[src/rtl/srx_pkg.sv]
package srx_pkg;
    localparam int unsigned BYTE_W    = 8;
    localparam int unsigned WORD_MAX  = BYTE_W + 1;
    localparam int unsigned BIT_IDX_W = $clog2(WORD_MAX + 1);

    typedef struct packed {
        logic                 run;
        logic                 ph;
        logic [BIT_IDX_W-1:0] nbits;
        logic [WORD_MAX-1:0]  shreg;
        logic                 single;
    } core_st_t;

    typedef struct packed {
        logic              done;
        logic              ovr;
        logic              cont_prev;
        logic [BYTE_W-1:0] data;
        logic              bit9;
    } hold_st_t;
endpackage

[src/rtl/srx_baud.sv]
module srx_baud #(
    parameter int unsigned HALF_W = 8
) (
    input  logic              clk,
    input  logic              rst_n,
    input  logic              run,
    input  logic              wide,
    input  logic [HALF_W-1:0] hi,
    input  logic [HALF_W-1:0] lo,
    output logic              tick
);
    localparam int unsigned CNT_W = 2 * HALF_W;

    logic [CNT_W-1:0] cnt_d, cnt_q, limit;

    always_comb begin
        limit = wide ? {hi, lo} : {{HALF_W{1'b0}}, lo};
        tick  = run && (cnt_q >= limit);
        cnt_d = (run && !tick) ? cnt_q + 1'b1 : '0;
    end

    always_ff @(posedge clk or negedge rst_n) begin
        if (!rst_n) cnt_q <= '0;
        else        cnt_q <= cnt_d;
    end

    // a run always begins counting from zero
    a_r2_fresh_count: assert property (@(posedge clk) disable iff (!rst_n)
        (!run && !$past(run)) |-> (cnt_q == '0));
endmodule

[src/rtl/srx_core.sv]
module srx_core
    import srx_pkg::*;
(
    input  logic                clk,
    input  logic                rst_n,
    input  logic                tick,
    input  logic                cont_en,
    input  logic                single_go,
    input  logic                nine,
    input  logic                sdat,
    input  logic                hold_ovr,
    input  logic                hold_full,
    output logic                run,
    output logic                ph,
    output logic                word_ok,
    output logic [WORD_MAX-1:0] word,
    output logic                single_pending
);
    core_st_t st_d, st_q;
    logic [BIT_IDX_W-1:0] last_idx;
    logic [WORD_MAX-1:0]  word_full;

    always_comb begin
        st_d      = st_q;
        word_ok   = 1'b0;
        last_idx  = nine ? BIT_IDX_W'(WORD_MAX - 1) : BIT_IDX_W'(WORD_MAX - 2);
        word_full = st_q.shreg;
        if (tick && st_q.ph) word_full[st_q.nbits] = sdat;

        if (!st_q.run) begin
            if ((cont_en || st_q.single) && !hold_ovr) begin
                st_d.run   = 1'b1;
                st_d.ph    = 1'b0;
                st_d.nbits = '0;
                st_d.shreg = '0;
            end
        end else if (!cont_en && !st_q.single) begin
            st_d.run = 1'b0;
            st_d.ph  = 1'b0;
        end else if (tick) begin
            st_d.ph = !st_q.ph;
            if (st_q.ph) begin
                st_d.shreg = word_full;
                st_d.nbits = st_q.nbits + 1'b1;
                if (st_q.nbits == last_idx) begin
                    word_ok     = 1'b1;
                    st_d.single = 1'b0;
                    st_d.nbits  = '0;
                    st_d.shreg  = '0;
                    if (!(cont_en && !hold_full)) st_d.run = 1'b0;
                end
            end
        end

        if (single_go) st_d.single = 1'b1;
    end

    always_ff @(posedge clk or negedge rst_n) begin
        if (!rst_n) st_q <= '0;
        else        st_q <= st_d;
    end

    assign run            = st_q.run;
    assign ph             = st_q.ph;
    assign word           = word_full;
    assign single_pending = st_q.single;

    a_r5_single_drops: assert property (@(posedge clk) disable iff (!rst_n)
        (word_ok && !single_go) |=> !single_pending);
    a_r9_halt_on_full: assert property (@(posedge clk) disable iff (!rst_n)
        (word_ok && hold_full) |=> !run);
    a_r6_abort: assert property (@(posedge clk) disable iff (!rst_n)
        (run && !cont_en && !single_pending && !single_go) |=> (!run && !ph));
    a_r3_idle_phase: assert property (@(posedge clk) disable iff (!rst_n)
        !run |-> !ph);
endmodule

[src/rtl/srx_hold.sv]
module srx_hold
    import srx_pkg::*;
(
    input  logic                clk,
    input  logic                rst_n,
    input  logic                word_ok,
    input  logic [WORD_MAX-1:0] word,
    input  logic                nine,
    input  logic                rd_ack,
    input  logic                cont_en,
    output logic                done,
    output logic                ovr,
    output logic                full,
    output logic [BYTE_W-1:0]   data,
    output logic                bit9
);
    hold_st_t st_d, st_q;

    always_comb begin
        st_d           = st_q;
        full           = st_q.done && !rd_ack;
        st_d.cont_prev = cont_en;
        if (rd_ack) st_d.done = 1'b0;
        if (st_q.cont_prev && !cont_en) st_d.ovr = 1'b0;
        if (word_ok) begin
            if (full) begin
                st_d.ovr = 1'b1;
            end else begin
                st_d.done = 1'b1;
                st_d.data = word[BYTE_W-1:0];
                st_d.bit9 = nine && word[WORD_MAX-1];
            end
        end
    end

    always_ff @(posedge clk or negedge rst_n) begin
        if (!rst_n) st_q <= '0;
        else        st_q <= st_d;
    end

    assign done = st_q.done;
    assign ovr  = st_q.ovr;
    assign data = st_q.data;
    assign bit9 = st_q.bit9;

    a_r8_done_source: assert property (@(posedge clk) disable iff (!rst_n)
        (done && !$past(done)) |-> $past(word_ok));
    a_r9_ovr_needs_unread: assert property (@(posedge clk) disable iff (!rst_n)
        (ovr && !$past(ovr)) |-> $past(done));
    a_r9_data_kept: assert property (@(posedge clk) disable iff (!rst_n)
        (ovr && !$past(ovr)) |-> $stable(data));
    a_r10_ovr_clear: assert property (@(posedge clk) disable iff (!rst_n)
        ($past(cont_en) && !cont_en && !word_ok) |=> !ovr);
endmodule

[src/rtl/srx_master.sv]
module srx_master
    import srx_pkg::*;
#(
    parameter int unsigned HALF_W = BYTE_W
) (
    input  logic              clk,
    input  logic              rst_n,
    input  logic              cfg_pol,
    input  logic              cfg_nine,
    input  logic              cfg_div16,
    input  logic [HALF_W-1:0] div_hi,
    input  logic [HALF_W-1:0] div_lo,
    input  logic              cont_en,
    input  logic              single_go,
    input  logic              rd_ack,
    input  logic              irq_en,
    input  logic              sdat,
    output logic              sclk,
    output logic [BYTE_W-1:0] rx_data,
    output logic              rx_bit9,
    output logic              rx_done,
    output logic              rx_irq,
    output logic              rx_ovr,
    output logic              single_pending
);
    logic                tick, run, ph, word_ok, full;
    logic [WORD_MAX-1:0] word;

    srx_baud #(.HALF_W(HALF_W)) u_baud (
        .clk(clk), .rst_n(rst_n), .run(run), .wide(cfg_div16),
        .hi(div_hi), .lo(div_lo), .tick(tick)
    );

    srx_core u_core (
        .clk(clk), .rst_n(rst_n), .tick(tick), .cont_en(cont_en),
        .single_go(single_go), .nine(cfg_nine), .sdat(sdat),
        .hold_ovr(rx_ovr), .hold_full(full), .run(run), .ph(ph),
        .word_ok(word_ok), .word(word), .single_pending(single_pending)
    );

    srx_hold u_hold (
        .clk(clk), .rst_n(rst_n), .word_ok(word_ok), .word(word),
        .nine(cfg_nine), .rd_ack(rd_ack), .cont_en(cont_en),
        .done(rx_done), .ovr(rx_ovr), .full(full), .data(rx_data), .bit9(rx_bit9)
    );

    assign sclk   = ph ^ cfg_pol;
    assign rx_irq = rx_done && irq_en;

    a_r3_idle_level: assert property (@(posedge clk) disable iff (!rst_n)
        !run |-> (sclk == cfg_pol));
    a_r9_no_start_in_ovr: assert property (@(posedge clk) disable iff (!rst_n)
        (!run && rx_ovr) |=> !run);
endmodule

[config.mk]
export PLATFORM = sky130hd
export DESIGN_NAME = srx_master
export DESIGN_NICKNAME = d
export VERILOG_FILES = /design/src/rtl/srx_pkg.sv /design/src/rtl/srx_baud.sv /design/src/rtl/srx_core.sv /design/src/rtl/srx_hold.sv /design/src/rtl/srx_master.sv
export SDC_FILE = /design/constraint.sdc
export NUM_CORES = 1
export LEC_CHECK = 0
export CORE_MARGIN = 1
export CORE_UTILIZATION = 45
export DETAILED_ROUTE_END_ITERATION = 7
export DONT_BUFFER_PORTS = 1
export GPL_TIMING_DRIVEN = 0
export PLACE_DENSITY = 0.64
export SYNTH_ARGS = -nofsm -noshare
export SYNTH_HDL_FRONTEND = slang
export SYNTH_SLANG_ARGS = --single-unit
[constraint.sdc]
create_clock -name clk -period 2.55 [get_ports clk]
set_clock_uncertainty 0.2 [all_clocks]
set_input_delay 0.51 -clock clk [delete_from_list [all_inputs] [get_ports clk]]
set_output_delay 0.51 -clock clk [all_outputs]
set_load 0.03 [all_outputs]
==> flow_summary.yaml <==
status:
  run_status: "finished, violations left"
  violations: "setup timing"
job:
  max-cap-violations: 0
detailed_routing:
  ant_nets: 0
  vias: 2238
  drt-met1-wl_um: 2860
  drc_errors: 0
  wl_um: 6130
  vias_per_cell: 5.72
  wl_met3_um: 301
  top_layer_used: "met4"
  dr.pass1.iters: 4
  drt-initial-drc-count: 133
  routed-wl-met2_um: 2890
  wl_per_cell_um: 15.7
timing:
  slew_headroom_pct: 50.5
  final_max_slew_viol_count: 0
  setup_violations: 1
  fmax_mhz: 389
  holdWs_ns: 0.0377
  timing.final.ws_setup_ns: -0.0174
  worst_pin_slew_ns: 0.743
  rsz0062_at_grt: "yes"
  fin_crit_sh_pct: 101
  finalHoldViolations: 0
  min_period_ns: 2.57
finish:
  post-route-cell-area_um2: 3340
  layout_commonest_cell: "dfrtp_1"
  multi_input_area_um2: 1680
  nets: 365
  n_antenna_cell: 0
  seq_area_um2: 1100
  most-common-layout-cells: "dfrtp_1, buf_4, nand2_1, nor2_1, nand3_1"
  fill_cells: 497
  drive_gt1_share_pct: 23.8
  syn2layout_area_growth_pct: 24.0
  utilization_pct: 59.3
worst_setup_path:
  required_ns: 2.58
  end_kind: "register"
  worstSetupStartpointType: "register"
  worstSetupPathType: "reg -> reg"
  cpMaxStageDelayCell: "or4_4"
  crit_path_start: "u_baud.cnt_q[12]$_DFF_PN0_"
  cpPeakStageDelay_ns: 0.48
  arrival_ns: 2.60
  crit_chain: "ha_4 -> nand4_4 -> or2_4 -> or3_4 -> and3_4 -> or4_4 -> a21oi_2"
  crit_fanout: 6
  r2r_start: "u_baud.cnt_q[12]$_DFF_PN0_"
placement:
  io_buffers: 0
  dp_slack_ns: -0.478
  gp_congestion: 0.810
  dpl_cell_area_um2: 2890
  hpwl_um: 4230
global_routing:
  grt_max_degree: 45
  grt_pass1_vias: 2149
  track_usage_pct: 21.3
  overflow: 0
  grt_pass1_wl_um: 10300
  antenna_found_initial: 0
cts:
  cts_buffer_depth: 2
  cts-htree-levels: 2
  cts_inserted_buffers: 5
  cts_root_buf: "clkbuf_8"
  clk_latency_ns: 0.30
  clkTransAtPathRegs_ns: 0.09
  cts_tree: "yes"
  clkSinkCount: 44
pwr:
  power.density_nw_per_um2: 614
  max-vdd-ir-drop_uv: 369
  total_power_mw: 2.05
  leakagePower_nw: 1.47
logic_synthesis:
  synthDistinctLibCells: 48
  synth.area.top_cells: "dfrtp_1, ha_1, nand2_1"
  syn_avg_cell_area_um2: 9.24
  yosysTopAreaCellShare_pct: 40.8
  synth_ff_type: "dfrtp_1"
  seq_area_frac_synth_pct: 40.8
  yosysWarnings: 0
  synth_edf_count: 0
  synth_async_sr_flop_share_pct: 100
  synth_fp_nets: 339
  synth_seq_cells: 44
  syn-instance-count: 292
  yosysTopAreaCell: "dfrtp_1"
  syn_area_um2: 2700
floorplanning:
  die_w_um: 79.4
  initial_utilization_pct: 47.8
  dieArea_um2: 6310
  core_area_um2: 5640
  ioPinCount: 40
  rows: 27
  die_h_um: 79.4
hold_path:
  hold_class: "in -> reg"
  holdCritStartpoint: "cont_en"
[path summary, 6_finish.rpt]
path                                               end  slack [ns]  cells after the start
hold reg to reg             u_hold.data[2]$_DFFE_PN0P_        0.29                      1
hold / removal                u_hold.st_q[9]$_DFF_PN0_        0.04                      0
setup reg to reg            u_core.st_q[5]$_DFFE_PN0P_       -0.02                      7
max in group asynchronous   u_baud.cnt_q[13]$_DFF_PN0_        1.39                      2
min in group asynchronous  u_core.st_q[11]$_DFFE_PN0P_        0.54                      2
setup / recovery            u_core.st_q[5]$_DFFE_PN0P_       -0.02                      7
[power by group]
| part | internal (mW) | leakage [nW] | switching (mW) | total (mW) |
|---|---|---|---|---|
| clock | 0.291 | 0.0552 | 0.242 | 0.533 |
| combinational | 0.295 | 0.853 | 0.378 | 0.673 |
| sequential | 0.776 | 0.563 | 0.0707 | 0.847 |
| total | 1.36 | 1.47 | 0.690 | 2.05 |
[kinds of logic after synthesis]
kind of cell	Yosys count	share of synthesized area, %
mux	9	3.53
xor+xnor	13	4.22
buf+inv	32	5.89
flops	44	40.8
simple gates	108	20.8
compound gates	65	15.0
fa+ha+maj	21	9.74
[cell usage after synthesis (6+ instances only)]
master    count
dfrtp_1      44
a21oi_1      15
ha_1         21
nand2b_1      6
nand3_1      19
o21ai_1       7
nand2_1      28
clkbuf_1      6
or3_1         8
and3_1        7
nand4_1       6
inv_1        16
nor2_1       18
buf_4         8
o21ai_0      16
xor2_1        8
[cell type report]
cell class / count / share of cell area, %
flip-flops and latches: 44 / 33.0
clock inverters: 2 / 1.05
repair buffers: 20 / 5.16
clock buffers: 6 / 2.17
plain buffers: 15 / 3.82
inverters: 16 / 1.80
multi-input cells: 216 / 50.3
well taps: 72 / 2.69
[flip-flops by register name, indices dropped and copies added (netlist names)]
| signal | count |
|---|---|
| u_baud.cnt_q | 16 |
| u_core.st_q | 13 |
| u_hold.data | 8 |
| u_core.ph | 1 |
| u_core.run | 1 |
| u_core.single_pending | 1 |
| u_hold.bit9 | 1 |
| u_hold.done | 1 |
| u_hold.ovr | 1 |
| u_hold.st_q | 1 |
[repair_timing]
item | in CTS | in global routing
endpoints found under the setup margin | 34 | 35
pin swaps | 13 | 13
buffers inserted | 13 | 5
hold buffers | 2 | 0
gates resized for setup | 16 | 28
endpoints found under the hold margin | 44 | 0
[per-layer routing]
layer / vias to the layer above / GRT usage [%]
met2: 62 / 33.7
met3: 7 / 3.54
met4: 0 / 6.73
li1: 1095 / -
met5: - / 0
met1: 1074 / 29.5
[through the flow]
stage / std cells / TNS [ns]
after floorplan: 292 / -1.27
after global placement: 364 / -10.19
after detailed placement: 364 / -11.44
after CTS: 386 / -0.167
after global routing: 391 / -0.483
final: 391 / -0.0174
[critical path, delay by kind of cell (launching register included)]
family | cells | cell delay (ns)
flip-flops | 1 | 0.44
adder cells (fa/ha/maj) | 1 | 0.28
AND/OR/NAND/NOR | 5 | 1.45
AO/OA/AOI/OAI | 1 | 0.13
Note: power is estimated with default switching activity, not from simulation.
